==> config.mk <==
export PLATFORM = sky130hd
export DESIGN_NAME = adc_seq_host
export DESIGN_NICKNAME = d
export VERILOG_FILES = /design/src/rtl/ash_pkg.sv /design/src/rtl/ash_mode_enc.sv /design/src/rtl/ash_sync.sv /design/src/rtl/ash_dwell.sv /design/src/rtl/adc_seq_host.sv
export SDC_FILE = /design/constraint.sdc
export NUM_CORES = 1
export LEC_CHECK = 0
export BUFFER_PORTS_ARGS = -buffer_cell sky130_fd_sc_hd__buf_2
export CAP_MARGIN = 10
export CORE_AREA = 5 5 89 91
export CTS_BUF_LIST = sky130_fd_sc_hd__clkbuf_16
export DETAILED_ROUTE_END_ITERATION = 12
export DIE_AREA = 0 0 94 96
export GPL_TIMING_DRIVEN = 0
export PLACE_DENSITY = 0.57
export SLEW_MARGIN = 20
export SYNTH_ARGS = -nofsm -noshare
export SYNTH_HDL_FRONTEND = slang
export SYNTH_SLANG_ARGS = --single-unit
export TNS_END_PERCENT = 1
==> constraint.sdc <==
create_clock -name clk -period 2.9 [get_ports clk]
set_clock_uncertainty 0.05 [all_clocks]
set_input_delay 0.29 -clock clk [delete_from_list [all_inputs] [get_ports clk]]
set_output_delay 0.29 -clock clk [all_outputs]
set_load 0.03 [all_outputs]
==> src/rtl/ash_pkg.sv <==
package ash_pkg;
   localparam int MODE_W = 4;
   localparam int CNT_W  = 2;

   typedef enum logic [3:0] {
      S_IDLE, S_WSU, S_WLO, S_WHO, S_CLO, S_CWAIT, S_RSU, S_RLO, S_RHO
   } ash_state_t;
endpackage

==> src/rtl/ash_mode_enc.sv <==
module ash_mode_enc
   import ash_pkg::*;
#(
   parameter int CW = CNT_W
) (
   input  logic          bank,
   input  logic [CW-1:0] cnt_m1,
   input  logic          pdown,
   output logic [MODE_W-1:0] mode
);
   if (CW != 2) begin : g_bad_cw
      $error("ash_mode_enc: count field must be 2 bits");
   end

   // Pin order matters to the converter: count in [1:0], bank at 2, power-down at 3
   always_comb begin
      if (pdown) mode = 4'b1000;
      else       mode = {1'b0, bank, cnt_m1};
   end
endmodule

==> src/rtl/ash_sync.sv <==
module ash_sync #(
   parameter int STAGES = 2
) (
   input  logic clk,
   input  logic rst_n,
   input  logic d,
   output logic q
);
   if (STAGES < 0) begin : g_bad_stages
      $error("ash_sync: STAGES must not be negative");
   end

   if (STAGES == 0) begin : g_direct
      assign q = d;
   end else begin : g_chain
      logic [STAGES-1:0] sr;
      always_ff @(posedge clk) begin
         if (!rst_n) sr <= '1;
         else        sr <= {sr[STAGES-2 >= 0 ? STAGES-2 : 0 : 0], d};
      end
      assign q = sr[STAGES-1];
   end
endmodule

==> src/rtl/ash_dwell.sv <==
module ash_dwell #(
   parameter int W = 8
) (
   input  logic         clk,
   input  logic         rst_n,
   input  logic         load,
   input  logic [W-1:0] len,
   output logic         last
);
   if (W < 1) begin : g_bad_w
      $error("ash_dwell: W must be at least 1");
   end

   logic [W-1:0] cnt;

   always_ff @(posedge clk) begin
      if (!rst_n)          cnt <= '0;
      else if (load)       cnt <= len - W'(1);
      else if (cnt != '0)  cnt <= cnt - W'(1);
   end

   assign last = (cnt == '0);
endmodule

==> src/rtl/adc_seq_host.sv <==
module adc_seq_host
   import ash_pkg::*;
#(
   parameter int DATA_W      = 12,
   parameter int TW          = 8,
   parameter int T_SU        = 2,
   parameter int T_WR        = 2,
   parameter int T_HOLD      = 1,
   parameter int T_CNV       = 2,
   parameter int T_RD        = 3,
   parameter int TIMEOUT     = 400,
   parameter int SYNC_STAGES = 2
) (
   input  logic              clk,
   input  logic              rst_n,
   input  logic              cmd_valid,
   output logic              cmd_ready,
   input  logic              cmd_bank,
   input  logic [CNT_W-1:0]  cmd_cnt_m1,
   input  logic              cmd_pdown,
   output logic              res_valid,
   output logic [DATA_W-1:0] res_data,
   output logic [CNT_W-1:0]  res_chan,
   output logic              err_timeout,
   output logic              adc_cs_n,
   output logic              adc_wr_n,
   output logic              adc_rd_n,
   output logic              adc_cnv_n,
   output logic [MODE_W-1:0] adc_mode_o,
   output logic              adc_mode_oe,
   input  logic [DATA_W-1:0] adc_data_i,
   input  logic              adc_int_n
);
   localparam int TO_W  = $clog2(TIMEOUT + 1);
   localparam int T_LIM = 2 ** TW;

   if (T_SU < 1 || T_WR < 1 || T_HOLD < 1 || T_CNV < 1 || T_RD < 1) begin : g_bad_min
      $error("adc_seq_host: every bus timing must be at least one cycle");
   end
   if (T_SU >= T_LIM || T_WR >= T_LIM || T_HOLD >= T_LIM || T_CNV >= T_LIM || T_RD >= T_LIM) begin : g_bad_max
      $error("adc_seq_host: a bus timing does not fit TW bits");
   end
   if (TIMEOUT < 1 || DATA_W < 1) begin : g_bad_misc
      $error("adc_seq_host: TIMEOUT and DATA_W must be positive");
   end

   ash_state_t         st, st_nx;
   logic [MODE_W-1:0]  enc_mode, cur_mode, cache_mode;
   logic               cache_ok, cur_pd;
   logic [CNT_W-1:0]   cur_cnt, chan;
   logic               int_s, bus_last, to_last;
   logic               bus_ld, to_ld;
   logic [TW-1:0]      bus_len;

   ash_mode_enc #(.CW(CNT_W)) u_enc (
      .bank(cmd_bank), .cnt_m1(cmd_cnt_m1), .pdown(cmd_pdown), .mode(enc_mode));

   ash_sync #(.STAGES(SYNC_STAGES)) u_sync (
      .clk(clk), .rst_n(rst_n), .d(adc_int_n), .q(int_s));

   ash_dwell #(.W(TW)) u_bus_tmr (
      .clk(clk), .rst_n(rst_n), .load(bus_ld), .len(bus_len), .last(bus_last));

   ash_dwell #(.W(TO_W)) u_to_tmr (
      .clk(clk), .rst_n(rst_n), .load(to_ld), .len(TO_W'(TIMEOUT)), .last(to_last));

   always_comb begin
      st_nx   = st;
      bus_ld  = 1'b0;
      bus_len = TW'(T_SU);
      to_ld   = 1'b0;
      unique case (st)
         S_IDLE: if (cmd_valid) begin
            if (!cache_ok || enc_mode != cache_mode) begin
               st_nx = S_WSU; bus_ld = 1'b1; bus_len = TW'(T_SU);
            end else if (!cmd_pdown) begin
               st_nx = S_CLO; bus_ld = 1'b1; bus_len = TW'(T_CNV);
            end
         end
         S_WSU: if (bus_last) begin st_nx = S_WLO; bus_ld = 1'b1; bus_len = TW'(T_WR); end
         S_WLO: if (bus_last) begin st_nx = S_WHO; bus_ld = 1'b1; bus_len = TW'(T_HOLD); end
         S_WHO: if (bus_last) begin
            if (cur_pd) st_nx = S_IDLE;
            else begin st_nx = S_CLO; bus_ld = 1'b1; bus_len = TW'(T_CNV); end
         end
         S_CLO: if (bus_last) begin st_nx = S_CWAIT; to_ld = 1'b1; end
         S_CWAIT: begin
            // the interrupt is tested first so it wins over a watchdog expiring in the same cycle
            if (!int_s) begin st_nx = S_RSU; bus_ld = 1'b1; bus_len = TW'(T_SU); end
            else if (to_last) st_nx = S_IDLE;
         end
         S_RSU: if (bus_last) begin st_nx = S_RLO; bus_ld = 1'b1; bus_len = TW'(T_RD); end
         S_RLO: if (bus_last) begin st_nx = S_RHO; bus_ld = 1'b1; bus_len = TW'(T_HOLD); end
         S_RHO: if (bus_last) begin
            if (chan == cur_cnt) st_nx = S_IDLE;
            else begin st_nx = S_RLO; bus_ld = 1'b1; bus_len = TW'(T_RD); end
         end
         default: st_nx = S_IDLE;
      endcase
   end

   always_ff @(posedge clk) begin
      if (!rst_n) begin
         st          <= S_IDLE;
         cur_mode    <= '0;
         cur_cnt     <= '0;
         cur_pd      <= 1'b0;
         cache_mode  <= '0;
         cache_ok    <= 1'b0;
         chan        <= '0;
         res_valid   <= 1'b0;
         res_data    <= '0;
         res_chan    <= '0;
         err_timeout <= 1'b0;
      end else begin
         st          <= st_nx;
         res_valid   <= 1'b0;
         err_timeout <= 1'b0;
         if (st == S_IDLE && cmd_valid) begin
            cur_mode <= enc_mode;
            cur_cnt  <= cmd_cnt_m1;
            cur_pd   <= cmd_pdown;
            chan     <= '0;
         end
         if (st == S_WLO && bus_last) begin
            cache_mode <= cur_mode;
            cache_ok   <= 1'b1;
         end
         if (st == S_CWAIT && int_s && to_last) err_timeout <= 1'b1;
         if (st == S_RLO && bus_last) begin
            res_valid <= 1'b1;
            res_data  <= adc_data_i;
            res_chan  <= chan;
         end
         if (st == S_RHO && bus_last && chan != cur_cnt) chan <= chan + CNT_W'(1);
      end
   end

   assign cmd_ready   = (st == S_IDLE);
   assign adc_mode_oe = (st == S_WSU) || (st == S_WLO) || (st == S_WHO);
   assign adc_cs_n    = !(adc_mode_oe || st == S_RSU || st == S_RLO || st == S_RHO);
   assign adc_wr_n    = (st != S_WLO);
   assign adc_rd_n    = (st != S_RLO);
   assign adc_cnv_n   = (st != S_CLO);
   assign adc_mode_o  = cur_mode;

   // conversion-in-flight tracker used only by the checks below
   logic conv_busy;
   always_ff @(posedge clk) begin
      if (!rst_n)                      conv_busy <= 1'b0;
      else if (!adc_cnv_n)             conv_busy <= 1'b1;
      else if (!int_s || err_timeout)  conv_busy <= 1'b0;
   end

   assert_wr_in_cycle_R2: assert property (@(posedge clk) disable iff (!rst_n)
      !adc_wr_n |-> (!adc_cs_n && adc_mode_oe));
   assert_mode_hold_R2: assert property (@(posedge clk) disable iff (!rst_n)
      (adc_mode_oe && $past(adc_mode_oe)) |-> $stable(adc_mode_o));
   assert_no_overlap_cnv_R4: assert property (@(posedge clk) disable iff (!rst_n)
      $fell(adc_cnv_n) |-> !conv_busy);
   assert_no_read_busy_R5: assert property (@(posedge clk) disable iff (!rst_n)
      conv_busy |-> adc_rd_n);
   assert_valid_single_R7: assert property (@(posedge clk) disable iff (!rst_n)
      res_valid |=> !res_valid);
   assert_err_clean_R8: assert property (@(posedge clk) disable iff (!rst_n)
      err_timeout |-> (adc_cs_n && adc_rd_n && !res_valid));
   assert_busy_no_ready_R9: assert property (@(posedge clk) disable iff (!rst_n)
      res_valid |-> !cmd_ready);
endmodule

==> Flow_metrics.wiki <==
{| class="wikitable"
! Metric !! Value
|-
| Maximum level of the CTS H-tree || 2
|-
| Post-Route Setup TNS || 0 ns
|-
| Inserted Diodes || 0
|-
| Wirelength per Cell || between 10 and 15 um
|-
| TritonCTS buffer count || 5
|-
| Max-cap viol count || 0
|-
| Number of instances in the synthesized netlist || between 300 and 400
|-
| Initial DRC count || around 130
|-
| Worst path required time || 3.07 ns
|-
| Critical Path Source Type || register
|-
| Clock tree from TritonCTS || done
|-
| Final critical-path required period || ~2.5 ns
|-
| Ys Warns || 0
|-
| Hold Path Stages || 2
|-
| Async set or reset register ratio after synthesis || 0%
|-
| Clock transition at the registers of the reported paths || roughly 0.07 ns
|-
| Final period utilization || about 87%
|-
| Initial core utilization || about two fifths
|-
| Root Buffer || sky130_fd_sc_hd__clkbuf_16
|-
| Depth of the worst register-to-register path || 10
|-
| Commonest non-fill, non-tap cells in the layout || sky130_fd_sc_hd__dfxtp_1, sky130_fd_sc_hd__buf_2, sky130_fd_sc_hd__nand2_1
|-
| Aggregate global-route resource usage || 14.8%
|-
| Sequential-to-total area share from yosys stat || between 30% and 40%
|-
| Sequential cell area in the final layout || between 1000 and 1500 um^2
|-
| Number of fill cells || ~740
|-
| Worst-margin pin slew || between 0.6 and 0.7 ns
|-
| Final Setup Violations || 0
|-
| Peak supply drop || about 0.36 mV
|-
| Hold buffer count at cts || 0
|-
| Most used flip-flop cell after synthesis || sky130_fd_sc_hd__dfxtp_1
|-
| Port bufs || 44
|-
| Unique masters post-synth || 55
|-
| Cell Area, Synth || approximately 2700 um^2
|-
| First-pass GRT wire length || between 10,000 and 15,000 um
|-
| Syn nets || 343
|-
| Ratio of total power to cell area || about 970 nW/um^2
|-
| Full die area || 9020 um^2
|-
| Clock Latency Late Sink || slightly below 0.3 ns
|-
| Type of the most critical hold path || in -> reg
|-
| Outcome || complete, no violations
|-
| Seq cells post-synth || 52
|-
| Leakage power total || ~0.0013 uW
|-
| Vias || ~2,400
|-
| Mean Syn Cell Area || between 8 and 9 um^2
|-
| Element type at the critical path end || register
|-
| Area of the multi-input gates || 1510 um^2
|-
| Row Count || 31
|-
| Initial antenna violation count || 0
|-
| Hpwl dp || between 4000 and 5000 um
|-
| Arrival time reported for the critical path endpoint || approximately 2.7 ns
|-
| Fmax achieved || about 0.40 GHz
|-
| Buffer count from post-CTS setup fixing || 0
|-
| Critical path class || reg -> reg
|-
| Area of the placeable core || 7060 um^2
|-
| Largest net degree at the start of global routing || 18
|-
| Most common library cell in the layout ignoring fill and taps || sky130_fd_sc_hd__dfxtp_1
|-
| Overall die width || 94 um
|-
| Gp weighted congestion || approximately 0.86
|-
| Y dimension of the die || between 90 and 100 um
|-
| Number of sinks driven by the clock tree || 52
|-
| Layout cells sized above 1 || a little over a fifth
|-
| Final instance area || 3240 um^2
|-
| Normalized max-slew margin || between 50 and 60%
|-
| Resize count post-CTS || 0
|-
| Detailed-routing iteration count for the pre-antenna-repair pass || 5
|-
| Largest fanout on the critical path || 10
|-
| Mean number of vias per cell || just over 5
|-
| Global route overflow || 0
|-
| Area Growth Syn to Fin || 19.9%
|-
| Number of remaining DRC errors || 0
|-
| Post-synth EDFFs || 0
|-
| Vias in the first global route || around 2,200
|-
| Instance area after placement || between 3000 and 4000 um^2
|-
| Count of final max-slew check failures || 0
|-
| Final hold violations || 0
|-
| Antenna violation net count after detailed routing || 0
|-
| Clock Tree Buf Depth || 2
|-
| RSZ-0062 raised after global routing || no
|-
| Count of pins on the block boundary || 46
|-
| Wire length reported by the detailed router || 6530 um
|-
| Final nets || around 400
|}
[registers in the layout, indices dropped and copies added, names as in the netlist]
name / cells
res_data: 12
u_to_tmr.cnt: 9
u_bus_tmr.cnt: 8
adc_mode_o: 4
cache_mode: 4
st: 4
chan: 2
cur_cnt: 2
res_chan: 2
u_sync.g_chain.sr: 2
cache_ok: 1
err_timeout: 1
res_valid: 1
[final timing paths]
path / start / to / slack (ns)
max: u_bus_tmr.cnt[0]$_SDFFE_PN0P_ / u_bus_tmr.cnt[1]$_SDFFE_PN0P_ / 0.37
min: adc_int_n / u_sync.g_chain.sr[0]$_SDFF_PN1_ / 0.13
max reg2reg: u_bus_tmr.cnt[0]$_SDFFE_PN0P_ / u_bus_tmr.cnt[1]$_SDFFE_PN0P_ / 0.37
min reg2reg: u_sync.g_chain.sr[0]$_SDFF_PN1_ / u_sync.g_chain.sr[1]$_SDFF_PN1_ / 0.36
[worst max-delay path, stage by stage (launching register included)]
cell	delay [ns]
sky130_fd_sc_hd__dfxtp_1	0.35
sky130_fd_sc_hd__inv_1	0.14
sky130_fd_sc_hd__ha_1	0.25
sky130_fd_sc_hd__nor3b_1	0.24
sky130_fd_sc_hd__and2_2	0.25
sky130_fd_sc_hd__buf_2	0.24
sky130_fd_sc_hd__o21ai_0	0.12
sky130_fd_sc_hd__ha_1	0.29
sky130_fd_sc_hd__a2111oi_0	0.38
sky130_fd_sc_hd__a31oi_1	0.07
sky130_fd_sc_hd__o21ai_1	0.08
[layer usage]
layer | GRT usage (%) | wire, um | up-vias
met5 | 0 | 0 | -
met4 | 7.22 | 212 | 0
met3 | 2.58 | 363 | 15
met2 | 23.0 | 2920 | 73
met1 | 19.8 | 3030 | 1087
li1 | - | - | 1224
[logic make-up (layout without fill, tap and decap cells)]
| logic type | after synthesis | count (layout) | share of synthesized area (%) |
|---|---|---|---|
| buffers and inverters | 29 | 81 | 5.65 |
| AOI/OAI and AO/OA | 81 | 81 | 19.6 |
| adders and majority gates | 4 | 4 | 1.85 |
| and+or+nand+nor | 131 | 131 | 26.9 |
| DFF | 52 | 52 | 38.5 |
| xor gates and xnor gates | 15 | 15 | 4.86 |
| muxes | 7 | 7 | 2.59 |
[cell type report]
cell class	count	area share, %
Buffer	21	3.79
Clock buffer	5	3.86
Clock inverter	3	2.12
Inverter	8	0.927
Multi-Input combinational cell	238	46.5
Sequential cell	52	32.1
Tap cell	99	3.82
Timing Repair Buffer	44	6.80
[synth_stat cells (7+ instances only)]
| library cell | instances | area share (%) |
|---|---|---|
| sky130_fd_sc_hd__dfxtp_1 | 52 | 39 |
| sky130_fd_sc_hd__nand2_1 | 45 | 6.3 |
| sky130_fd_sc_hd__a21oi_1 | 36 | 6.7 |
| sky130_fd_sc_hd__nor2_1 | 21 | 2.9 |
| sky130_fd_sc_hd__nor3_1 | 14 | 2.6 |
| sky130_fd_sc_hd__o21a_1 | 11 | 3.1 |
| sky130_fd_sc_hd__xor2_1 | 9 | 2.9 |
| sky130_fd_sc_hd__clkbuf_1 | 8 | 1.1 |
| sky130_fd_sc_hd__inv_1 | 8 | 1.1 |
| sky130_fd_sc_hd__mux2i_1 | 7 | 2.6 |
| sky130_fd_sc_hd__nand3_1 | 7 | 1.3 |
[power by group]
part	total [uW]	leakage, uW	switching, uW	internal [uW]
logic	1420	0.000776	832	586
registers	958	0.000424	120	838
clock network	767	0.0000944	269	498
total	3140	0.00129	1220	1920
[per-stage QoR]
| step | setup slack, ns | cells | hold WS (ns) | total power [uW] | util [%] |
|---|---|---|---|---|---|
| floorplan | 0.716 | 319 | 0.313 | 2070 | - |
| global placement | 0.413 | 462 | 0.339 | 2360 | 43.1 |
| detailed placement | 0.400 | 462 | 0.354 | 2380 | 43.1 |
| CTS | 0.364 | 470 | 0.122 | 3170 | 45.9 |
| global route | 0.164 | 470 | 0.135 | 3370 | 45.9 |
| finish | 0.371 | 470 | 0.127 | 3140 | 45.9 |
(Power assumes the default switching activity.)
